### src/rtl/cal_alarm_pkg.sv
package cal_alarm_pkg;
  localparam int NUM_ALARMS  = 2;
  localparam int NUM_FIELDS  = 6;
  localparam int BYTE_W      = 8;
  localparam int VAL_W       = BYTE_W - 1;
  localparam int EN_BIT      = BYTE_W - 1;
  localparam int REGS_W      = NUM_FIELDS * BYTE_W;
  localparam int CUR_W       = NUM_FIELDS * VAL_W;
  localparam int SEC_W       = 7;
  localparam int MIN_W       = 7;
  localparam int HOUR_W      = 6;
  localparam int DATE_W      = 6;
  localparam int MONTH_W     = 5;
  localparam int DOW_W       = 3;
  localparam int SYNC_STAGES = 2;

  typedef enum logic [2:0] {
    FLD_SEC   = 3'd0,
    FLD_MIN   = 3'd1,
    FLD_HOUR  = 3'd2,
    FLD_DATE  = 3'd3,
    FLD_MONTH = 3'd4,
    FLD_DOW   = 3'd5
  } field_e;
endpackage

### src/rtl/cal_rst_sync.sv
module cal_rst_sync #(
  parameter int STAGES = 2
) (
  input  logic clk,
  input  logic rst_n,
  output logic rst_n_sync
);
  logic [STAGES-1:0] sync_q;
  logic [STAGES-1:0] sync_d;

  always_comb begin
    sync_d = {sync_q[STAGES-2:0], 1'b1};
  end

  always_ff @(posedge clk or negedge rst_n) begin
    if (!rst_n) sync_q <= '0;
    else        sync_q <= sync_d;
  end

  assign rst_n_sync = sync_q[STAGES-1];
endmodule

### src/rtl/cal_field_cmp.sv
module cal_field_cmp #(
  parameter int W = 7
) (
  input  logic [W-1:0] cur_val,
  input  logic [W-1:0] alm_val,
  input  logic         alm_en,
  output logic         field_en,
  output logic         field_ok
);
  always_comb begin
    field_en = alm_en;
    field_ok = !alm_en || (alm_val == cur_val);
  end
endmodule

### src/rtl/cal_alarm_unit.sv
module cal_alarm_unit
  import cal_alarm_pkg::*;
(
  input  logic              clk,
  input  logic              rst_n,
  input  logic              tick,
  input  logic [CUR_W-1:0]  cur_vec,
  input  logic [REGS_W-1:0] alm_regs,
  input  logic              clr,
  output logic              flag
);
  logic [NUM_FIELDS-1:0] en_vec;
  logic [NUM_FIELDS-1:0] ok_vec;
  logic                  hit;
  logic                  flag_q;
  logic                  flag_d;

  for (genvar f = 0; f < NUM_FIELDS; f++) begin : g_field
    cal_field_cmp #(.W(VAL_W)) u_cmp (
      .cur_val  (cur_vec[f*VAL_W +: VAL_W]),
      .alm_val  (alm_regs[f*BYTE_W +: VAL_W]),
      .alm_en   (alm_regs[f*BYTE_W + EN_BIT]),
      .field_en (en_vec[f]),
      .field_ok (ok_vec[f])
    );
  end

  always_comb begin
    hit    = (|en_vec) && (&ok_vec);
    flag_d = flag_q;
    if (clr)        flag_d = 1'b0;
    if (tick && hit) flag_d = 1'b1;
  end

  always_ff @(posedge clk or negedge rst_n) begin
    if (!rst_n) flag_q <= 1'b0;
    else        flag_q <= flag_d;
  end

  assign flag = flag_q;

  AST_SET_NEEDS_TICK: assert property (@(posedge clk) disable iff (!rst_n)
    $rose(flag_q) |-> $past(tick && (|en_vec)));
  AST_NO_ENABLE_NO_SET: assert property (@(posedge clk) disable iff (!rst_n)
    (!flag_q && en_vec == '0) |=> !flag_q);
  AST_STICKY_FLAG: assert property (@(posedge clk) disable iff (!rst_n)
    (flag_q && !clr) |=> flag_q);
  AST_CLEAR_TAKES: assert property (@(posedge clk) disable iff (!rst_n)
    (clr && !tick) |=> !flag_q);
  AST_SET_WINS: assert property (@(posedge clk) disable iff (!rst_n)
    (tick && hit) |=> flag_q);
endmodule

### src/rtl/cal_alarm_match.sv
module cal_alarm_match
  import cal_alarm_pkg::*;
(
  input  logic                  clk,
  input  logic                  rst_n,
  input  logic                  tick,
  input  logic [SEC_W-1:0]      cur_sec,
  input  logic [MIN_W-1:0]      cur_min,
  input  logic [HOUR_W-1:0]     cur_hour,
  input  logic [DATE_W-1:0]     cur_date,
  input  logic [MONTH_W-1:0]    cur_month,
  input  logic [DOW_W-1:0]      cur_dow,
  input  logic [REGS_W-1:0]     alm0_regs,
  input  logic [REGS_W-1:0]     alm1_regs,
  input  logic [NUM_ALARMS-1:0] irq_en,
  input  logic [NUM_ALARMS-1:0] flag_clr,
  output logic [NUM_ALARMS-1:0] flag,
  output logic                  irq
);
  logic                  rst_n_sync;
  logic [CUR_W-1:0]      cur_vec;
  logic [REGS_W-1:0]     regs_arr [NUM_ALARMS];

  cal_rst_sync #(.STAGES(SYNC_STAGES)) u_rst_sync (
    .clk        (clk),
    .rst_n      (rst_n),
    .rst_n_sync (rst_n_sync)
  );

  always_comb begin
    cur_vec = '0;
    cur_vec[FLD_SEC*VAL_W   +: VAL_W] = VAL_W'(cur_sec);
    cur_vec[FLD_MIN*VAL_W   +: VAL_W] = VAL_W'(cur_min);
    cur_vec[FLD_HOUR*VAL_W  +: VAL_W] = VAL_W'(cur_hour);
    cur_vec[FLD_DATE*VAL_W  +: VAL_W] = VAL_W'(cur_date);
    cur_vec[FLD_MONTH*VAL_W +: VAL_W] = VAL_W'(cur_month);
    cur_vec[FLD_DOW*VAL_W   +: VAL_W] = VAL_W'(cur_dow);
  end

  assign regs_arr[0] = alm0_regs;
  assign regs_arr[1] = alm1_regs;

  for (genvar a = 0; a < NUM_ALARMS; a++) begin : g_alarm
    cal_alarm_unit u_unit (
      .clk      (clk),
      .rst_n    (rst_n_sync),
      .tick     (tick),
      .cur_vec  (cur_vec),
      .alm_regs (regs_arr[a]),
      .clr      (flag_clr[a]),
      .flag     (flag[a])
    );
  end

  always_comb begin
    irq = |(flag & irq_en);
  end

  AST_IRQ_NEEDS_FLAG: assert property (@(posedge clk) disable iff (!rst_n_sync)
    irq |-> (flag != '0));
  AST_IRQ_MASKED: assert property (@(posedge clk) disable iff (!rst_n_sync)
    (irq_en == '0) |-> !irq);
  AST_CLEAR_ONE_ONLY: assert property (@(posedge clk) disable iff (!rst_n_sync)
    (flag_clr == 2'b01 && flag[1] && !tick) |=> flag[1]);
endmodule

### config.mk
export PLATFORM = sky130hd
export DESIGN_NAME = cal_alarm_match
export DESIGN_NICKNAME = d
export VERILOG_FILES = /design/src/rtl/cal_alarm_pkg.sv /design/src/rtl/cal_rst_sync.sv /design/src/rtl/cal_field_cmp.sv /design/src/rtl/cal_alarm_unit.sv /design/src/rtl/cal_alarm_match.sv
export SDC_FILE = /design/constraint.sdc
export NUM_CORES = 1
export LEC_CHECK = 0
export BUFFER_PORTS_ARGS = -buffer_cell sky130_fd_sc_hd__buf_2
export CAP_MARGIN = 40
export CORE_ASPECT_RATIO = 0.6
export CORE_UTILIZATION = 35
export DETAILED_ROUTE_END_ITERATION = 6
export HOLD_SLACK_MARGIN = 0.12
export PLACE_DENSITY = 0.91
export SYNTH_ARGS = -nofsm -noshare
export SYNTH_HDL_FRONTEND = slang
export SYNTH_HIERARCHICAL = 1
export SYNTH_SLANG_ARGS = --single-unit
### constraint.sdc
create_clock -name clk -period 0.86 [get_ports clk]
set_clock_uncertainty 0.1 [all_clocks]
set_input_delay 0.086 -clock clk [delete_from_list [all_inputs] [get_ports clk]]
set_output_delay 0.086 -clock clk [all_outputs]
set_load 0.1 [all_outputs]
==> run summary <==
Status - complete, but fails checks
Failing checks - setup timing
Grt total ovfl - 0
Total power - 1.64 mW
Port bufs - 139
Synth Cell Area - 0.00129 mm2
Area post-placement - 0.00214 mm2
CTS Buf Count - 3
# diodes - 0
Syn avg cell area - 9.32 um2
CTS root buffer - clkbuf_8
Top cell type by total area after synthesis - xnor2_1
Gpl congestion - 0.797
I/O pins - 140
Worst min path class - in -> reg
Place WS - -0.592 ns
CTS tree - done
Worst Path Class, Setup - reg -> out
Detailed placement HPWL - 3850 um
Number of global-route vias before repair - 1589
GRT Util Overall - 0.219
Num rows - 16
RSZ-0062 raised after global routing - true
Clk slew on worst S/H paths - 0.04 ns
Layout cell share with drive strength beyond 1 - 0.599
Leakage - 1.14 nW
Share of the synthesized area in the top cell type - 0.325
Cells after DPL - 336
Die X - 80.5 um
Initial antenna violation count - 0
Antenna-violating nets left - 0
DIE AREA - 0.00395 mm2
Final Util - 0.690
Nets@finish - 437
CTS Hold Buffers Added - 4
Peak supply drop - 912 uV
Tcrit/Tclk final - 1.52
Final setup viols - 5
Sum Neg Setup Slack - -1.80 ns
Postcts setup bufs - 0
Layout Area Growth over Synthesis - 80.2%
Clock latency on the worst-skew pair - 0.22 ns
Synth Instances - 139
FMAX - 763 MHz
DRC - 0
Synth Warn # - 6
Most frequent cells in the layout - buf_2, xnor2_1, xor2_1, conb_1, nand4_1
Final instance area - 0.00233 mm2
Via count - 1543
Pin count of the biggest net entering global routing - 4
Final std cells w/o fill - 344
Final setup margin - -0.450 ns
Core ar. - 0.00338 mm2
Critical path endpoint category - output port
Synth top area cells - xnor2_1, xor2_1, o41ai_2
Htree depth - 1
Vias per cell - 4.49
Sink Count - 4
Netlist cell types - 13
Hold_ws - 0.0844 ns
Fin. Hold Viols - 0
Register area share after synthesis - 0.0773
CP max FO - 2
Initial DRC count - 13
Drt wl/cell - 12.7 um
Final number of max-transition violations - 0
Max-cap viol count - 0
#FFs+latches synth - 4
First-pass GRT wire length - 6600 um
Maximum clock insertion buffer count - 2
Final WL - 4390 um
Drt first pass iters - 3
Initial core utilization - 0.383
Commonest non-fill, non-tap cell in the layout - buf_2
Height of the chip - 49.1 um
Fill cells - 265
Critical Path Start Type - flip-flop
PwrDens - 702 mW/mm2
Worst Path Required - 0.67 ns
Final min period - 1.31 ns
Crit path DAT - 1.12 ns
==> cell families (layout without fill, tap and decap cells) <==
| logic type | count (synthesis) | after routing | synth area share |
|---|---|---|---|
| other | 2 | 17 | 0.00580 |
| DFF | 4 | 4 | 0.0773 |
| buffers and inverters | 14 | 159 | 0.0754 |
| xor gates and xnor gates | 84 | 84 | 0.568 |
| and+or+nand+nor | 20 | 20 | 0.102 |
| AOI/OAI and AO/OA | 15 | 15 | 0.171 |
==> critical path, cell delays in order, from the launching register on <==
cell	delay, ns
dfrtp_4	0.48
a22o_4	0.26
buf_12	0.16
==> registers in the layout, summed over array words and instances (netlist names) <==
register	cells
g_alarm.u_unit/flag	2
u_rst_sync/sync_q	2
==> power by group <==
group          switching, mW  leakage [nW]  internal [mW]
combinational          0.443          1.07          0.557
clock                  0.120        0.0228          0.319
sequential           0.00269        0.0472          0.196
total                  0.565          1.14           1.07
==> area by class of cell <==
class	count	area [um2]	share of cell area
Inverter	2	7.51	0.00322
Clock buffer	4	45.0	0.0193
Sequential cell	4	108	0.0461
Tap cell	45	56.3	0.0241
Timing Repair Buffer	153	887	0.380
Multi-Input combinational cell	136	1230	0.527
==> final timing paths <==
kind	endpoint	from	slack, ns	depth (start not counted)
worst max-delay path	irq	g_alarm[0].u_unit/flag	-0.45	2
worst min-delay path	g_alarm[1].u_unit/flag	tick	0.08	3
worst max register to register	g_alarm[0].u_unit/flag	g_alarm[0].u_unit/flag	-0.14	3
worst min register to register	u_rst_sync/sync_q[1]	u_rst_sync/sync_q[0]	0.27	0
max in group asynchronous	g_alarm[1].u_unit/flag	u_rst_sync/sync_q[1]	0.07	1
min in group asynchronous	u_rst_sync/sync_q[0]	rst_n	0.09	2
==> repair_timing <==
action	4_1_cts	5_1_grt
hold endpoints to repair	6	4
setup endpoints to repair	5	5
resized for setup	16	3
pin swaps	7	0
==> Yosys cell counts <==
cell type,n
buf_4,12
a22o_1,1
nand4_1,14
conb_1,2
nand3_1,2
inv_1,2
or4_1,2
nor3_2,2
xor2_1,36
o32ai_1,2
xnor2_1,48
o41ai_2,12
dfrtp_1,4
==> metal layers <==
metal  part of all wire  routed length, um  vias up  GRT usage
li1                   -                  -      784          -
met1               0.40               1730      685      0.232
met2               0.52               2290       70      0.441
met3              0.078                341        4     0.0505
met4             0.0052                 23        0     0.0327
met5                  0                  0        -          0
(Power assumes the default switching activity.)
